--- src/rtl/chg_timer_pkg.sv ---
package chg_timer_pkg;

  typedef struct packed {
    logic skip_coarse;  // coarse timer group bypassed
    logic skip_fine;    // fine timer group bypassed
    logic fast_gate;    // gate and holdoff test groups bypassed
  } bypass_t;

  function automatic bypass_t decode_bypass(input logic below, input logic tlvl);
    bypass_t b;
    b.skip_coarse = below;
    b.skip_fine   = below & tlvl;
    b.fast_gate   = tlvl;
    return b;
  endfunction

endpackage

--- src/rtl/chg_div_seg.sv ---
module chg_div_seg #(
  parameter int unsigned W = 4
) (
  input  logic clk_i,
  input  logic rst_i,
  input  logic clr_i,
  input  logic tick_i,
  input  logic skip_i,
  output logic carry_o
);

  logic [W-1:0] cnt_q;

  // a bypassed group passes its input tick straight through
  assign carry_o = tick_i & (skip_i | (&cnt_q));

  always_ff @(posedge clk_i) begin
    if (rst_i || clr_i || skip_i) cnt_q <= '0;
    else if (tick_i)              cnt_q <= cnt_q + 1'b1;
  end

endmodule

--- src/rtl/chg_bypass_ctrl.sv ---
module chg_bypass_ctrl
  import chg_timer_pkg::*;
(
  input  logic    clk_i,
  input  logic    rst_i,
  input  logic    below_i,
  input  logic    testlvl_i,
  output bypass_t sw_o
);

  always_ff @(posedge clk_i) begin
    if (rst_i) sw_o <= '0;
    else       sw_o <= decode_bypass(below_i, testlvl_i);
  end

endmodule

--- src/rtl/chg_limit_timer.sv ---
module chg_limit_timer #(
  parameter int unsigned FINE_W   = 11,
  parameter int unsigned COARSE_W = 19,
  parameter int unsigned UNIT_W   = 4
) (
  input  logic       clk_i,
  input  logic       rst_i,
  input  logic       restart_i,
  input  logic [2:0] tsel_i,
  input  logic       skip_fine_i,
  input  logic       skip_coarse_i,
  output logic       timeout_o
);

  localparam logic [UNIT_W-1:0] UNIT_MAX = UNIT_W'(8);

  logic [UNIT_W-1:0] units_q;
  logic [UNIT_W-1:0] lim;
  logic              enabled;
  logic              run;
  logic              fine_carry;
  logic              coarse_carry;

  assign lim     = UNIT_W'(tsel_i) + UNIT_W'(1);
  assign enabled = (tsel_i != 3'd0);
  assign run     = enabled && !timeout_o && (units_q < lim);

  chg_div_seg #(.W(FINE_W)) u_fine (
    .clk_i   (clk_i),
    .rst_i   (rst_i),
    .clr_i   (restart_i),
    .tick_i  (run),
    .skip_i  (skip_fine_i),
    .carry_o (fine_carry)
  );

  chg_div_seg #(.W(COARSE_W)) u_coarse (
    .clk_i   (clk_i),
    .rst_i   (rst_i),
    .clr_i   (restart_i),
    .tick_i  (fine_carry),
    .skip_i  (skip_coarse_i),
    .carry_o (coarse_carry)
  );

  always_ff @(posedge clk_i) begin
    if (rst_i || restart_i) units_q <= '0;
    else if (coarse_carry)  units_q <= units_q + 1'b1;
  end

  always_ff @(posedge clk_i) begin
    if (rst_i || restart_i)          timeout_o <= 1'b0;
    else if (enabled && units_q >= lim) timeout_o <= 1'b1;
  end

  assert_timeout_sticky_R7: assert property (@(posedge clk_i) disable iff (rst_i)
    (timeout_o && !restart_i) |=> timeout_o);

  assert_disabled_R6: assert property (@(posedge clk_i) disable iff (rst_i)
    (!timeout_o && tsel_i == 3'd0) |=> !timeout_o);

  assert_unit_bound_R5: assert property (@(posedge clk_i) disable iff (rst_i)
    units_q <= UNIT_MAX);

endmodule

--- src/rtl/chg_backup_timer.sv ---
module chg_backup_timer
  import chg_timer_pkg::*;
#(
  parameter int unsigned PRE_W      = 3,
  parameter int unsigned GATE_LO_W  = 12,
  parameter int unsigned GATE_TST_W = 5,
  parameter int unsigned HOLD_LO_W  = 13,
  parameter int unsigned HOLD_TST_W = 11,
  parameter int unsigned FINE_W     = 11,
  parameter int unsigned COARSE_W   = 19,
  parameter int unsigned UNIT_W     = 4
) (
  input  logic       clk_i,
  input  logic       rst_i,
  input  logic       restart_i,
  input  logic       below_i,
  input  logic       testlvl_i,
  input  logic [2:0] tsel_i,
  output logic       sysclk_o,
  output logic       sample_o,
  output logic       holdoff_o,
  output logic       timeout_o
);

  localparam int unsigned TIMER_STAGES = FINE_W + COARSE_W + UNIT_W;
  localparam int unsigned SAMPLE_LOG   = PRE_W + GATE_LO_W + GATE_TST_W;

  bypass_t          sw;
  logic [PRE_W-1:0] pre_q;
  logic             pre_carry;
  logic             gate_lo_carry;
  logic             gate_carry;
  logic             hold_lo_carry;
  logic             hold_carry;

  chg_bypass_ctrl u_bypass (
    .clk_i     (clk_i),
    .rst_i     (rst_i),
    .below_i   (below_i),
    .testlvl_i (testlvl_i),
    .sw_o      (sw)
  );

  // system clock prescaler, never restarted
  always_ff @(posedge clk_i) begin
    if (rst_i) pre_q <= '0;
    else       pre_q <= pre_q + 1'b1;
  end
  assign pre_carry = &pre_q;

  always_ff @(posedge clk_i) begin
    if (rst_i) sysclk_o <= 1'b0;
    else       sysclk_o <= pre_q[PRE_W-1];
  end

  // sample-cycle divider
  chg_div_seg #(.W(GATE_LO_W)) u_gate_lo (
    .clk_i   (clk_i),
    .rst_i   (rst_i),
    .clr_i   (1'b0),
    .tick_i  (pre_carry),
    .skip_i  (1'b0),
    .carry_o (gate_lo_carry)
  );

  chg_div_seg #(.W(GATE_TST_W)) u_gate_tst (
    .clk_i   (clk_i),
    .rst_i   (rst_i),
    .clr_i   (1'b0),
    .tick_i  (gate_lo_carry),
    .skip_i  (sw.fast_gate),
    .carry_o (gate_carry)
  );

  always_ff @(posedge clk_i) begin
    if (rst_i) sample_o <= 1'b0;
    else       sample_o <= gate_carry;
  end

  // holdoff divider, restarted with the timer
  chg_div_seg #(.W(HOLD_LO_W)) u_hold_lo (
    .clk_i   (clk_i),
    .rst_i   (rst_i),
    .clr_i   (restart_i),
    .tick_i  (pre_carry),
    .skip_i  (1'b0),
    .carry_o (hold_lo_carry)
  );

  chg_div_seg #(.W(HOLD_TST_W)) u_hold_tst (
    .clk_i   (clk_i),
    .rst_i   (rst_i),
    .clr_i   (restart_i),
    .tick_i  (hold_lo_carry),
    .skip_i  (sw.fast_gate),
    .carry_o (hold_carry)
  );

  always_ff @(posedge clk_i) begin
    if (rst_i || restart_i) holdoff_o <= 1'b0;
    else if (hold_carry)    holdoff_o <= 1'b1;
  end

  chg_limit_timer #(
    .FINE_W   (FINE_W),
    .COARSE_W (COARSE_W),
    .UNIT_W   (UNIT_W)
  ) u_timer (
    .clk_i         (clk_i),
    .rst_i         (rst_i),
    .restart_i     (restart_i),
    .tsel_i        (tsel_i),
    .skip_fine_i   (sw.skip_fine),
    .skip_coarse_i (sw.skip_coarse),
    .timeout_o     (timeout_o)
  );

  initial begin
    if (TIMER_STAGES < 6 || SAMPLE_LOG < 2 || PRE_W < 2 || UNIT_W < 4)
      $error("chg_backup_timer: stage widths too small");
  end

  assert_sample_pulse_R3: assert property (@(posedge clk_i) disable iff (rst_i)
    sample_o |=> !sample_o);

  assert_sysclk_width_R2: assert property (@(posedge clk_i) disable iff (rst_i)
    $rose(sysclk_o) |=> sysclk_o);

  assert_holdoff_sticky_R4: assert property (@(posedge clk_i) disable iff (rst_i)
    (holdoff_o && !restart_i) |=> holdoff_o);

  assert_restart_clears_R7: assert property (@(posedge clk_i) disable iff (rst_i)
    restart_i |=> (!timeout_o && !holdoff_o));

endmodule

--- config.mk ---
export PLATFORM = sky130hd
export DESIGN_NAME = chg_backup_timer
export DESIGN_NICKNAME = d
export VERILOG_FILES = /design/src/rtl/chg_timer_pkg.sv /design/src/rtl/chg_div_seg.sv /design/src/rtl/chg_bypass_ctrl.sv /design/src/rtl/chg_limit_timer.sv /design/src/rtl/chg_backup_timer.sv
export SDC_FILE = /design/constraint.sdc
export NUM_CORES = 1
export LEC_CHECK = 0
export ABC_AREA = 1
export BUFFER_PORTS_ARGS = -buffer_cell sky130_fd_sc_hd__clkbuf_2
export CORE_MARGIN = 3
export CORE_UTILIZATION = 43
export DETAILED_ROUTE_END_ITERATION = 7
export GPL_ROUTABILITY_DRIVEN = 1
export HOLD_SLACK_MARGIN = 0.03
export PLACE_DENSITY_LB_ADDON = 0.3
export SLEW_MARGIN = 15
export SYNTH_ARGS = -nofsm -noshare
export SYNTH_HDL_FRONTEND = slang
export SYNTH_SLANG_ARGS = --single-unit
export TNS_END_PERCENT = 20
--- constraint.sdc ---
create_clock -name clk_i -period 2.8 [get_ports clk_i]
set_clock_uncertainty 0.05 [all_clocks]
set_input_delay 0.14 -clock clk_i [delete_from_list [all_inputs] [get_ports clk_i]]
set_output_delay 0.14 -clock clk_i [all_outputs]
set_load 0.02 [all_outputs]
======== Word level (Yosys, flattened, before mapping) ========
Cells that the tools add are included.
word-level totals
  register bits after elaboration ......... 85
  input port bits ......................... 8
  output and inout port bits .............. 4
operators by class
  add/subtract/negate cells ............... 9
  magnitude comparators ................... 2
  bitwise operators ....................... 11
  reductions and logical operators ........ 17
operators with widths
  cell                   count
  $add 11x1->11 const B  2
  $reduce_and 11->1      2
  $add 19x1->19 const B  1
  $reduce_and 19->1      1
  $add 13x1->13 const B  1
  $reduce_and 13->1      1
  $add 12x1->12 const B  1
  $reduce_and 12->1      1
  $and 1x1->1            7
  $add 5x1->5 const B    1
  $logic_or 1x1->1       5
  $reduce_and 5->1       1
  $add 3x1->4 const B    1
  $add 4x1->4 const B    1
  $ge 4x4->1             1
  $lt 4x4->1             1
  $or 1x1->1             4
  $add 3x1->3 const B    1
  $logic_and 1x1->1      3
  $reduce_and 3->1       1
  $reduce_bool 3->1      1
  $logic_not 1->1        1

======== Depth between registers and ports, before layout ========
  word-level depth ........................ 5
  depth in mapped cells ................... 14

======== Modules after synthesis ========
Synthesis repeated with hierarchy kept, for this count alone.
second synthesis, totals
  cell total of the unflattened synthesis .. 643
  area total of the unflattened synthesis .. 4,436.8 µm²
by module, submodules not included
  module                           instances  cells each  area an instance (µm²)
  chg_div_seg at u_hold_tst ...    2          85          565.5
  chg_div_seg at u_timer.u_coarse  1          158         1,073.5
  chg_div_seg at u_hold_lo         1          101         683.2
  chg_div_seg at u_gate_lo         1          96          643.1
  chg_limit_timer                  1          52          371.6
  chg_div_seg at u_gate_tst        1          34          247.7
  chg_backup_timer                 1          23          201.4
  chg_bypass_ctrl                  1          9           85.1

======== Least setup slack after synthesis ========
No wires, ideal clock.
  kind .................................... input to register
  start ................................... in tsel_i[0]
  end ..................................... reg u_timer.u_coarse.cnt_q[9]
  library setup time ...................... 0.132 ns
  data arrival time ....................... 1.593 ns
  required time ........................... 2.618 ns
  setup slack ............................. 1.025 ns
  stages .................................. 13
  buffers on the path ..................... 1
  cell sequence ........................... inv_1 ha_1 inv_1 ha_1 nand2_1 nand2_1 nand2_1 nand2_1 nor2_2 nand2_1 buf_2 nand2_1 a21oi_1
on the way
  cells in the longest elaborated chain, start to end .. 4
  elaborated cells on any way between the ends .. 6
RTL lines
  what                                              line                                          RTL
  start: declaration                                chg_backup_timer.sv:18                        input logic [2:0] tsel_i,
  $add 3x1->4 or $reduce_bool 3->1 (tied branches)  chg_limit_timer.sv:24, chg_limit_timer.sv:25
  $lt 4x4->1 or $logic_and 1x1->1 (tied branches)   chg_limit_timer.sv:26                         assign run = enabled && !timeout_o && (units_q < lim);
  $logic_and 1x1->1 *                               chg_limit_timer.sv:26
  $and 1x1->1 *                                     chg_div_seg.sv:15                             assign carry_o = tick_i & (skip_i | (&cnt_q));
  end signal: assignment                            chg_div_seg.sv:19                             else if (tick_i) cnt_q <= cnt_q + 1'b1;
  end: declaration                                  chg_div_seg.sv:12                             logic [W-1:0] cnt_q;
Every way passes the cells marked *; elsewhere a longest branch is shown, timed or not.
A chain may end at the register's enable or synchronous reset.

======== Worst setup path after layout ========
  start ................................... reg u_timer.units_q[2]
  end ..................................... reg u_timer.u_coarse.cnt_q[0]
on the way
  cells in the longest elaborated chain, start to end .. 3
RTL lines
  what                      line                   RTL
  start: declaration        chg_limit_timer.sv:17  logic [UNIT_W-1:0] units_q;
  start signal: assignment  chg_limit_timer.sv:48  else if (coarse_carry) units_q <= units_q + 1'b1;
  $lt 4x4->1                chg_limit_timer.sv:26
  $logic_and 1x1->1         chg_limit_timer.sv:26
  $and 1x1->1               chg_div_seg.sv:15
No other way between the ends.

==> results.py <==
metrics = {
    "synthesis": {
        "yosysTopAreaCellShare_pct": 39.9,
        "synth_edf_count": 0,
        "ys_async_sr_fraction_pct": 0,
        "syn_area_sq_um": 4270,
        "yosysTopAreaCell": "dfxtp_1",
        "ys_seq_area_share_pct": 39.9,
        "synthDistinctLibCells": 30,
        "syn_avg_cell_area_sq_um": 6.90,
        "yosysWarnings": 0,
        "synthCells": 619,
        "synth-seq-cells": 85,
        "synth_nets": 643,
        "synth_area_leaders": "dfxtp_1 40%, nand2_1 14%, nor2_1 8.1%",
        "ys.flop_type": "dfxtp_1",
    },
    "critical_path": {
        "worst_setup_path_end_kind": "flop",
        "path_buf_inv": 1,
        "cp_cell_sequence": "ha_1 > nand2_1 > inv_1 > nand2_1 > nand2_1 > nor2_2 > nand2_1 > or2_0 > a21oi_1",
        "critPathTopFamily": "simple AND/OR/NAND/NOR gates",
        "critPathLaunchType": "flop",
        "worstPathMaxFanout": 17,
        "critical_path_class": "flop to flop",
        "cp_slowest_stage_delay_ns": 0.43,
        "worst-endpoint-required_ns": 3.03,
        "worstPathArrival_ns": 2.38,
        "cp_common_cell": "nand2_1",
        "crit_slowest_cell": "dfxtp_1",
    },
    "power": {
        "power_mw": 2.37,
        "power.switching_uw": 520,
        "p_clk_share_pct": 43.8,
        "power.density_nw_per_um2": 504,
        "p_int_mw": 1.85,
        "ir_drop_mv": 0.241,
        "p_leak_nw": 1.85,
        "power_frac_seq_pct": 51.7,
        "switching_share_pct": 22.0,
        "combPwrFrac_pct": 4.5,
    },
    "finish": {
        "fin_util_pct": 49.7,
        "area_growth_pct": 10.1,
        "nFillCells": 953,
        "drive_above_1_share_pct": 6.43,
        "final_nets": 658,
        "diodes": 0,
    },
    "floorplan": {
        "rows": 35,
        "start_util_pct": 45.1,
        "die-area_sq_um": 11200,
        "fp.coreArea_sq_um": 9460,
        "ios": 12,
        "fp.dieH_um": 106,
        "die_w_um": 106,
    },
    "cts": {
        "cts_inserted_buffers": 9,
        "clock-sinks": 85,
        "worstSkewPairLatency_ns": 0.35,
        "cts-root-buf": "clkbuf_8",
        "cts_setup_buffers": 0,
        "htree_levels": 3,
        "clock_path_buffers": 2,
        "clkSlewWorstSetupHoldPaths_ns": 0.09,
        "cts_tree": "yes",
    },
    "drt": {
        "drc": 0,
        "drt_iter0_markers": 105,
        "drtPass1Iterations": 4,
        "viasPerCell": 4.89,
        "wl_um": 8200,
        "vias": 3749,
        "wl_per_cell_um": 10.7,
        "ant_nets": 0,
    },
    "sta": {
        "finalCritPeriodShare_pct": 77.1,
        "min_period_ns": 2.16,
        "setup_tns_ns": 0,
        "slew_violations": 0,
        "finalHoldViolCount": 0,
        "setup_viol_count_final": 0,
        "fmax_ghz": 0.463,
        "grt_setup_unrepaired": "false",
        "relSlewSlack_pct": 62.3,
        "worst_pin_slew_ns": 0.564,
    },
    "global_route": {
        "grtUsageTotal_pct": 15.7,
        "antenna_found_initial": 0,
        "grt_pass1_wl_um": 14800,
        "grt_max_degree": 22,
        "grt_pass1_vias": 3543,
        "grt-ovfl-total": 0,
    },
    "placement": {
        "port_buffers": 11,
        "place_congestion": 0.845,
        "dpl.hpwl_um": 5930,
    },
    "run": {
        "drv_cap": 0,
    },
    "outcome": {
        "outcome": "completed",
    },
    "hold_path": {
        "hold_class": "input pin to flop",
    },
}
-- worst reg2reg max path, stage by stage (launching register included) --
cell	delay [ns]
dfxtp_1	0.43
ha_1	0.27
nand2_1	0.08
inv_1	0.05
nand2_1	0.11
nand2_1	0.10
nor2_2	0.16
nand2_1	0.38
or2_0	0.34
a21oi_1	0.12
-- routing by layer --
layer	up-vias	global-route usage, %	wire [um]
met5	-	0	0
met4	0	4.44	46
met3	5	4.04	273
met2	53	28.0	3970
li1	1994	-	-
met1	1697	18.6	3900
-- through the flow --
stage | area [sq um] | hold slack (ns) | setup slack (ns) | cells
2_1_floorplan | 4270 | 0.215 | 1.02 | 619
3_3_place_gp | 4440 | 0.309 | 0.560 | 750
3_5_place_dp | 4440 | 0.313 | 0.445 | 750
4_1_cts | 4700 | 0.0538 | 0.643 | 767
5_1_grt | 4700 | 0.0643 | 0.420 | 767
6_report | 4700 | 0.0705 | 0.642 | 767
-- placed cells by master, fill, tap and decap left out, drive strengths merged --
master,synthesis,layout
xnor2,10,10
buf,6,3
or2,2,2
nor3,11,11
o21ai,21,21
xor2,15,15
nand3b,3,3
nor2,96,96
o21a,6,6
bufinv,0,3
nor3b,2,2
a21oi,53,53
ha,16,16
a31oi,2,2
inv,74,76
dfxtp,85,85
nand4,11,11
and2,1,1
clkbuf,6,21
nand3,29,29
dlygate4sd3,0,2
nand2,167,167
o21bai,3,3
-- timing repair --
item | 4_1_cts | 5_1_grt
hold endpoints to repair | 3 | 0
resized for setup | 0 | 0
hold buffers | 2 | 0
-- sequential cells by signal, indices dropped and copies added (netlist names) --
signal and cells:
sample_o 1, u_hold_lo.cnt_q 13, u_timer.timeout_o 1, u_gate_lo.cnt_q 12, holdoff_o 1, u_hold_tst.cnt_q 11
u_timer.units_q 4, pre_q 3, u_timer.u_fine.cnt_q 11, u_bypass.sw_o 3, sysclk_o 1, u_gate_tst.cnt_q 5
u_timer.u_coarse.cnt_q 19
-- synth_stat cells (10+ instances only) --
cell type	number
ha_1	16
nor3_1	11
nor2_1	92
dfxtp_1	85
nand3_1	27
o21ai_0	21
inv_1	71
a21oi_1	52
nand4_1	11
xnor2_1	10
xor2_1	15
nand2_1	164
-- path summary, 6_finish.rpt --
kind / from / end / slack, ns / cells past startpoint
worst max-delay path: u_timer.units_q[2]$_SDFFE_PP0P_ / u_timer.u_coarse.cnt_q[0]$_SDFFE_PP0P_ / 0.64 / 9
worst min-delay path: rst_i / pre_q[0]$_SDFF_PP0_ / 0.07 / 2
worst max register to register: u_timer.units_q[2]$_SDFFE_PP0P_ / u_timer.u_coarse.cnt_q[0]$_SDFFE_PP0P_ / 0.64 / 9
worst min register to register: pre_q[2]$_SDFF_PP0_ / sysclk_o$_SDFF_PP0_ / 0.38 / 2
-- final cells by class --
type / instances / area (sq um) / share of cell area, %
tap: 129 / 161 / 3.43
clock inverter: 5 / 108 / 2.29
timing repair buffer: 16 / 97.6 / 2.08
sequential: 85 / 1700 / 36.2
multi-input combinational: 448 / 2230 / 47.4
inverter: 74 / 278 / 5.91
clock buffer: 10 / 128 / 2.72
-- power groups by stage --
stage / combinational [mW] / clock (mW) / sequential (mW)
2_1_floorplan: 0.0774 / 0 / 1.25
3_3_place_gp: 0.100 / 0 / 1.25
3_5_place_dp: 0.105 / 0 / 1.25
4_1_cts: 0.107 / 1.07 / 1.22
5_1_grt: 0.123 / 1.12 / 1.23
6_report: 0.106 / 1.04 / 1.22
-- kinds of logic after synthesis --
logic type               after synthesis  synth area share [%]
AO/OA/AOI/OAI                         85                  10.6
XOR/XNOR                              25                  5.13
adder cells (fa/ha/maj)               16                  4.69
buffers and inverters                 86                  8.00
flip-flops                            85                  39.9
AND/OR/NAND/NOR                      322                  31.7
(Power assumes the default switching activity.)
